--- config.mk ---
export PLATFORM = sky130hd
export DESIGN_NAME = adc_accum_snap
export DESIGN_NICKNAME = d
export VERILOG_FILES = /design/src/rtl/adc_accum_pkg.sv /design/src/rtl/adc_chan_acc.sv /design/src/rtl/adc_seq_track.sv /design/src/rtl/adc_snap_shadow.sv /design/src/rtl/adc_accum_snap.sv
export SDC_FILE = /design/constraint.sdc
export NUM_CORES = 2
export LEC_CHECK = 0
export BUFFER_PORTS_ARGS = -buffer_cell sky130_fd_sc_hd__buf_2
export CAP_MARGIN = 5
export CORE_MARGIN = 2
export CORE_UTILIZATION = 55
export DETAILED_ROUTE_END_ITERATION = 7
export PLACE_DENSITY = 0.75
export SLEW_MARGIN = 20
export SYNTH_ARGS = -nofsm -noshare
export SYNTH_HDL_FRONTEND = slang
export SYNTH_SLANG_ARGS = --single-unit
--- constraint.sdc ---
create_clock -name clk_i -period 3.4 [get_ports clk_i]
set_input_delay 0.51 -clock clk_i [delete_from_list [all_inputs] [get_ports clk_i]]
set_output_delay 0.51 -clock clk_i [all_outputs]
set_load 0.02 [all_outputs]
--- src/rtl/adc_accum_pkg.sv ---
package adc_accum_pkg;

  typedef enum logic [1:0] {
    PH_IDLE  = 2'd0,
    PH_START = 2'd1,
    PH_RUN   = 2'd2
  } acc_phase_e;

  function automatic acc_phase_e phase_of(logic en, logic en_q);
    if (!en)       return PH_IDLE;
    else if (!en_q) return PH_START;
    else           return PH_RUN;
  endfunction

endpackage

--- src/rtl/adc_chan_acc.sv ---
module adc_chan_acc
  import adc_accum_pkg::*;
#(
  parameter int unsigned CH_ID = 0,
  parameter int unsigned CH_W  = 2,
  parameter int unsigned DW    = 12,
  parameter int unsigned SUM_W = 64
) (
  input  logic             clk_i,
  input  logic             rst_ni,
  input  acc_phase_e       phase_i,
  input  logic             smp_valid_i,
  input  logic [CH_W-1:0]  smp_chan_i,
  input  logic [DW-1:0]    smp_data_i,
  output logic [DW-1:0]    last_o,
  output logic [SUM_W-1:0] sum_o,
  output logic             hit_o
);

  assign hit_o = (phase_i == PH_RUN) && smp_valid_i && (smp_chan_i == CH_W'(CH_ID));

  always_ff @(posedge clk_i or negedge rst_ni) begin
    if (!rst_ni) begin
      last_o <= '0;
      sum_o  <= '0;
    end else if (phase_i == PH_START) begin
      sum_o <= '0;
    end else if (hit_o) begin
      last_o <= smp_data_i;
      sum_o  <= sum_o + SUM_W'(smp_data_i);
    end
  end

endmodule

--- src/rtl/adc_seq_track.sv ---
module adc_seq_track
  import adc_accum_pkg::*;
#(
  parameter int unsigned N_CH  = 4,
  parameter int unsigned SEQ_W = 32,
  parameter int unsigned CYC_W = 64
) (
  input  logic             clk_i,
  input  logic             rst_ni,
  input  acc_phase_e       phase_i,
  input  logic [N_CH-1:0]  hit_i,
  output logic [SEQ_W-1:0] seq_o,
  output logic [CYC_W-1:0] cyc_o
);

  logic [N_CH-1:0] seen_q;
  logic [N_CH-1:0] seen_d;
  logic            seq_done;

  assign seen_d   = seen_q | hit_i;
  assign seq_done = (|hit_i) && (&seen_d);

  always_ff @(posedge clk_i or negedge rst_ni) begin
    if (!rst_ni) begin
      seen_q <= '0;
      seq_o  <= '0;
      cyc_o  <= '0;
    end else begin
      unique case (phase_i)
        PH_START: begin
          seen_q <= '0;
          seq_o  <= '0;
          cyc_o  <= '0;
        end
        PH_RUN: begin
          cyc_o <= cyc_o + CYC_W'(1);
          if (seq_done) begin
            seq_o  <= seq_o + SEQ_W'(1);
            seen_q <= '0;
          end else begin
            seen_q <= seen_d;
          end
        end
        default: ;
      endcase
    end
  end

endmodule

--- src/rtl/adc_snap_shadow.sv ---
module adc_snap_shadow #(
  parameter int unsigned N_CH  = 4,
  parameter int unsigned DW    = 12,
  parameter int unsigned SUM_W = 64,
  parameter int unsigned SEQ_W = 32,
  parameter int unsigned CYC_W = 64,
  parameter int unsigned SEL_W = 4,
  parameter int unsigned RD_W  = 64
) (
  input  logic                       clk_i,
  input  logic                       rst_ni,
  input  logic                       snap_req_i,
  input  logic [N_CH-1:0][DW-1:0]    last_i,
  input  logic [N_CH-1:0][SUM_W-1:0] sum_i,
  input  logic [SEQ_W-1:0]           seq_i,
  input  logic [CYC_W-1:0]           cyc_i,
  input  logic [SEL_W-1:0]           rd_sel_i,
  output logic                       snap_o,
  output logic [RD_W-1:0]            rd_data_o
);

  logic [N_CH-1:0][DW-1:0]    last_sh;
  logic [N_CH-1:0][SUM_W-1:0] sum_sh;
  logic [SEQ_W-1:0]           seq_sh;
  logic [CYC_W-1:0]           cyc_sh;
  logic [RD_W-1:0]            mux_d;

  // bit lives one cycle; requests during that cycle are dropped
  always_ff @(posedge clk_i or negedge rst_ni) begin
    if (!rst_ni) snap_o <= 1'b0;
    else         snap_o <= snap_o ? 1'b0 : snap_req_i;
  end

  always_ff @(posedge clk_i or negedge rst_ni) begin
    if (!rst_ni) begin
      last_sh <= '0;
      sum_sh  <= '0;
      seq_sh  <= '0;
      cyc_sh  <= '0;
    end else if (snap_o) begin
      last_sh <= last_i;
      sum_sh  <= sum_i;
      seq_sh  <= seq_i;
      cyc_sh  <= cyc_i;
    end
  end

  always_comb begin
    mux_d = '0;
    for (int i = 0; i < N_CH; i++) begin
      if (rd_sel_i == SEL_W'(i))        mux_d = RD_W'(last_sh[i]);
      if (rd_sel_i == SEL_W'(N_CH + i)) mux_d = RD_W'(sum_sh[i]);
    end
    if (rd_sel_i == SEL_W'(2 * N_CH))     mux_d = RD_W'(seq_sh);
    if (rd_sel_i == SEL_W'(2 * N_CH + 1)) mux_d = RD_W'(cyc_sh);
  end

  assign rd_data_o = mux_d;

endmodule

--- src/rtl/adc_accum_snap.sv ---
module adc_accum_snap
  import adc_accum_pkg::*;
#(
  parameter  int unsigned N_CH  = 4,
  parameter  int unsigned DW    = 12,
  parameter  int unsigned SUM_W = 64,
  parameter  int unsigned SEQ_W = 32,
  parameter  int unsigned CYC_W = 64,
  localparam int unsigned CH_W  = (N_CH > 1) ? $clog2(N_CH) : 1,
  localparam int unsigned SEL_W = $clog2(2 * N_CH + 2),
  localparam int unsigned RD_W  = (SUM_W > CYC_W) ? SUM_W : CYC_W
) (
  input  logic             clk_i,
  input  logic             rst_ni,
  input  logic             enable_i,
  input  logic             smp_valid_i,
  input  logic [CH_W-1:0]  smp_chan_i,
  input  logic [DW-1:0]    smp_data_i,
  input  logic             snap_req_i,
  output logic             snap_bit_o,
  input  logic [SEL_W-1:0] rd_sel_i,
  output logic [RD_W-1:0]  rd_data_o
);

  logic                       en_q;
  acc_phase_e                 phase;
  logic [N_CH-1:0]            ch_hit;
  logic [N_CH-1:0][DW-1:0]    ch_last;
  logic [N_CH-1:0][SUM_W-1:0] ch_sum;
  logic [SEQ_W-1:0]           seq_cnt;
  logic [CYC_W-1:0]           cyc_cnt;

  always_ff @(posedge clk_i or negedge rst_ni) begin
    if (!rst_ni) en_q <= 1'b0;
    else         en_q <= enable_i;
  end

  assign phase = phase_of(enable_i, en_q);

  for (genvar c = 0; c < N_CH; c++) begin : g_ch
    adc_chan_acc #(
      .CH_ID(c),
      .CH_W (CH_W),
      .DW   (DW),
      .SUM_W(SUM_W)
    ) u_acc (
      .clk_i      (clk_i),
      .rst_ni     (rst_ni),
      .phase_i    (phase),
      .smp_valid_i(smp_valid_i),
      .smp_chan_i (smp_chan_i),
      .smp_data_i (smp_data_i),
      .last_o     (ch_last[c]),
      .sum_o      (ch_sum[c]),
      .hit_o      (ch_hit[c])
    );
  end

  adc_seq_track #(
    .N_CH (N_CH),
    .SEQ_W(SEQ_W),
    .CYC_W(CYC_W)
  ) u_seq (
    .clk_i  (clk_i),
    .rst_ni (rst_ni),
    .phase_i(phase),
    .hit_i  (ch_hit),
    .seq_o  (seq_cnt),
    .cyc_o  (cyc_cnt)
  );

  adc_snap_shadow #(
    .N_CH (N_CH),
    .DW   (DW),
    .SUM_W(SUM_W),
    .SEQ_W(SEQ_W),
    .CYC_W(CYC_W),
    .SEL_W(SEL_W),
    .RD_W (RD_W)
  ) u_snap (
    .clk_i     (clk_i),
    .rst_ni    (rst_ni),
    .snap_req_i(snap_req_i),
    .last_i    (ch_last),
    .sum_i     (ch_sum),
    .seq_i     (seq_cnt),
    .cyc_i     (cyc_cnt),
    .rd_sel_i  (rd_sel_i),
    .snap_o    (snap_bit_o),
    .rd_data_o (rd_data_o)
  );

endmodule

==> impl_results.md <==
* FP Rows at 98
* Hold_buf cts at 1
* Worst slew pin tran at 0.8307 ns
* Final Hold Fails at 0
* Area contributors post-synth: dfrtp_1, mux2_2, nand2_1
* Clock Path Buffers at 3
* Status: finished with violations
* Static Leak at 20.45 nW
* Synth-to-layout area growth at 13.02%
* Worst EP required at 2.89 ns
* Largest net degree at the start of global routing at 120
* Post-CTS sizing at 0
* Commonest non-fill, non-tap cell in the layout: dfrtp_1
* Most frequent cells in the layout: dfrtp_1, mux2_2, nand2_1, nor2_1, o21ai_0
* Vias at 31150
* CP max FO at 52
* Crit path capture type: output port
* Layout Cell Area excl Fill at 0.04484 mm²
* CTS Buf Count at 82
* Final core utilization at 62.73%
* Setup TNS Final at 0 ns
* Yosys reg bits at 806
* Skew-Pair Late Insertion Delay at 0.63 ns
* Vias in the first global route at 30250
* Gate count of the mapped netlist at 3779
* CTS tree: built
* Failing checks: design-rule violations
* Worst Skew at 0.01820 ns
* Worst slack at placement at 0.1363 ns
* Final Slew Violations at 0
* CTS root buf: clkbuf_16
* EDFF count, synth at 0
* Leading area contributor after synthesis: dfrtp_1
* Dpl hpwl at 73180 µm
* Drt total wl at 105800 µm
* Initial antenna violation count at 0
* Max Clk Rate at 0.3240 GHz
* Critical Path Start Type: primary input
* WS Path Type: primary input to output port
* H-tree levels at 3
* Post-synthesis cell type count at 72
* Die Width at 272.6 µm
* Mapped Area at 0.03968 mm²
* Vias per cell at 6.368
* Final net count at 3951
* Post-route ant nets at 0
* Filler cell count at 5649
* CP arrival at 2.58 ns
* Max cap viols at 0
* Post-Place Cell Area at 0.04206 mm²
* First-pass GRT wire length at 168900 µm
* Synth Net Count at 3856
* Final setup fails at 0
* Yosys warnings at 0
* Die area at 0.07431 mm²
* Worst Slack Setup Final at 0.3132 ns
* DRC at 4
* Ys flop type: dfrtp_1
* Total congestion overflow at 0
* Postcts setup bufs at 0
* Relative slew slack at 44.62%
* Crit share post-route at 90.79%
* # IOs at 88
* Hold Crit Class: primary input to register
* GP Congestion at 0.8799
* Core ar. at 0.07149 mm²
* Clock Sinks at 806
* Post-synth top area share at 50.83%
* Sequential-to-total area share from yosys stat at 50.83%
* DR WL/cell at 21.62 µm
* # diodes at 0
* Drt pass-1 iters at 8
* DR iter-0 viols at 3392
* Die Ht at 272.6 µm
* RSZ-0062 raised after global routing: false
* Worst-path clk slew at 0.06 ns
* Post-synth ARST share at 100.0%
* Post-synthesis area per instance at 10.50 µm²
* Port Buffers at 87
* Layout cell share with drive strength beyond 1 at 20.30%
* Power Density at 474.6 mW/mm²
* Final Critical Period at 3.087 ns
* Initial Util at 55.50%
* All-Layer GR Usage at 28.56%
* Max VDD drop at 415.9 µV
## cells in the mapped netlist (all sizes together), types with 8 or more instances
| cell type | instances |
|---|---|
| o21a | 23 |
| o211ai | 16 |
| nand4 | 91 |
| o311ai | 16 |
| a22o | 22 |
| o22ai | 10 |
| nand2 | 370 |
| o21ai | 190 |
| o41ai | 19 |
| a222oi | 34 |
| a21o | 25 |
| nand2b | 29 |
| clkbuf | 209 |
| and4 | 35 |
| mux2i | 27 |
| a21oi | 180 |
| a22oi | 89 |
| inv | 89 |
| xor2 | 83 |
| o2111ai | 16 |
| nor4 | 37 |
| a211oi | 29 |
| nor2 | 212 |
| nor3 | 35 |
| o31ai | 82 |
| xnor2 | 73 |
| dfrtp | 806 |
| or3 | 60 |
| a2111oi | 13 |
| ha | 50 |
| buf | 25 |
| a31o | 8 |
| mux2 | 390 |
| and2 | 23 |
| or4 | 79 |
| and3 | 51 |
| nand3 | 161 |
## metal layers
metal	track usage (%)	wire length, µm	vias to the layer above
met5	0	0	-
met2	46.54	50760	1135
met1	39.12	44850	15650
met4	11.47	4554	0
met3	3.479	5590	228
li1	-	-	14130
## stage by stage
step	hold slack, ns	total power [W]	std cells
2_1_floorplan	0.2144	0.01142	3779
3_3_place_gp	0.4520	0.01210	4739
3_5_place_dp	0.4574	0.01216	4739
4_1_cts	0.08415	0.02138	4891
5_1_grt	0.1205	0.02200	4891
6_report	0.1075	0.02128	4891
## power breakdown
part           internal (W)  switching, W  leakage (nW)
clock network       0.00547       0.00380          1.38
registers           0.00999      0.000260          11.1
logic              0.000687       0.00107          7.96
## final timing paths
path                                                startpoint                                  end  cells after the start  slack, ns
max                                                rd_sel_i[0]                        rd_data_o[25]                     10       0.31
min                                                 snap_req_i              u_snap.snap_o$_DFF_PN0_                      2       0.11
max reg2reg                g_ch[2].u_acc.sum_o[19]$_DFFE_PN0P_  g_ch[2].u_acc.sum_o[34]$_DFFE_PN0P_                      7       0.32
min reg2reg                g_ch[2].u_acc.last_o[3]$_DFFE_PN0P_  g_ch[2].u_acc.last_o[3]$_DFFE_PN0P_                      2       0.47
max in group asynchronous                               rst_ni        u_snap.sum_sh[93]$_DFFE_PN0P_                      4       1.95
min in group asynchronous                               rst_ni  g_ch[0].u_acc.last_o[4]$_DFFE_PN0P_                      2       0.43
## cells by family (layout without fill, tap and decap cells)
kind of cell | Yosys count | after routing | share of synthesized area (%)
buf+inv | 323 | 485 | 3.087
compound gates | 811 | 811 | 13.61
mux | 419 | 419 | 11.86
flops | 806 | 806 | 50.83
simple gates | 1210 | 1210 | 15.39
xor+xnor | 156 | 156 | 3.444
fa+ha+maj | 54 | 54 | 1.779
## worst max-delay path, cell delays in order
cell and delay [ns]:
buf_2 0.20, inv_1 0.17, buf_4 0.22, nand2_1 0.10, nor3_2 0.08, buf_12 0.20, a22oi_1 0.44, nand3_1 0.25
a22o_1 0.23, buf_2 0.15
## flip-flops by register name (all words and copies together) (netlist names)
register,flops
g_ch.u_acc.sum_o,256
u_snap.sum_sh,256
u_seq.cyc_o,64
u_snap.cyc_sh,64
g_ch.u_acc.last_o,48
u_snap.last_sh,48
u_seq.seq_o,32
u_snap.seq_sh,32
u_seq.seen_q,4
en_q,1
u_snap.snap_o,1
## cell type report
class | count | area (µm²) | share of cell area [%]
sequential | 806 | 20170 | 44.99
clock buffer | 126 | 2514 | 5.605
timing repair buffer | 245 | 2034 | 4.537
clock inverter | 25 | 256.5 | 0.5720
tap | 950 | 1189 | 2.651
multi-input combinational | 2650 | 18340 | 40.90
inverter | 89 | 334.1 | 0.7450
Note: power is estimated with default switching activity, not from simulation.
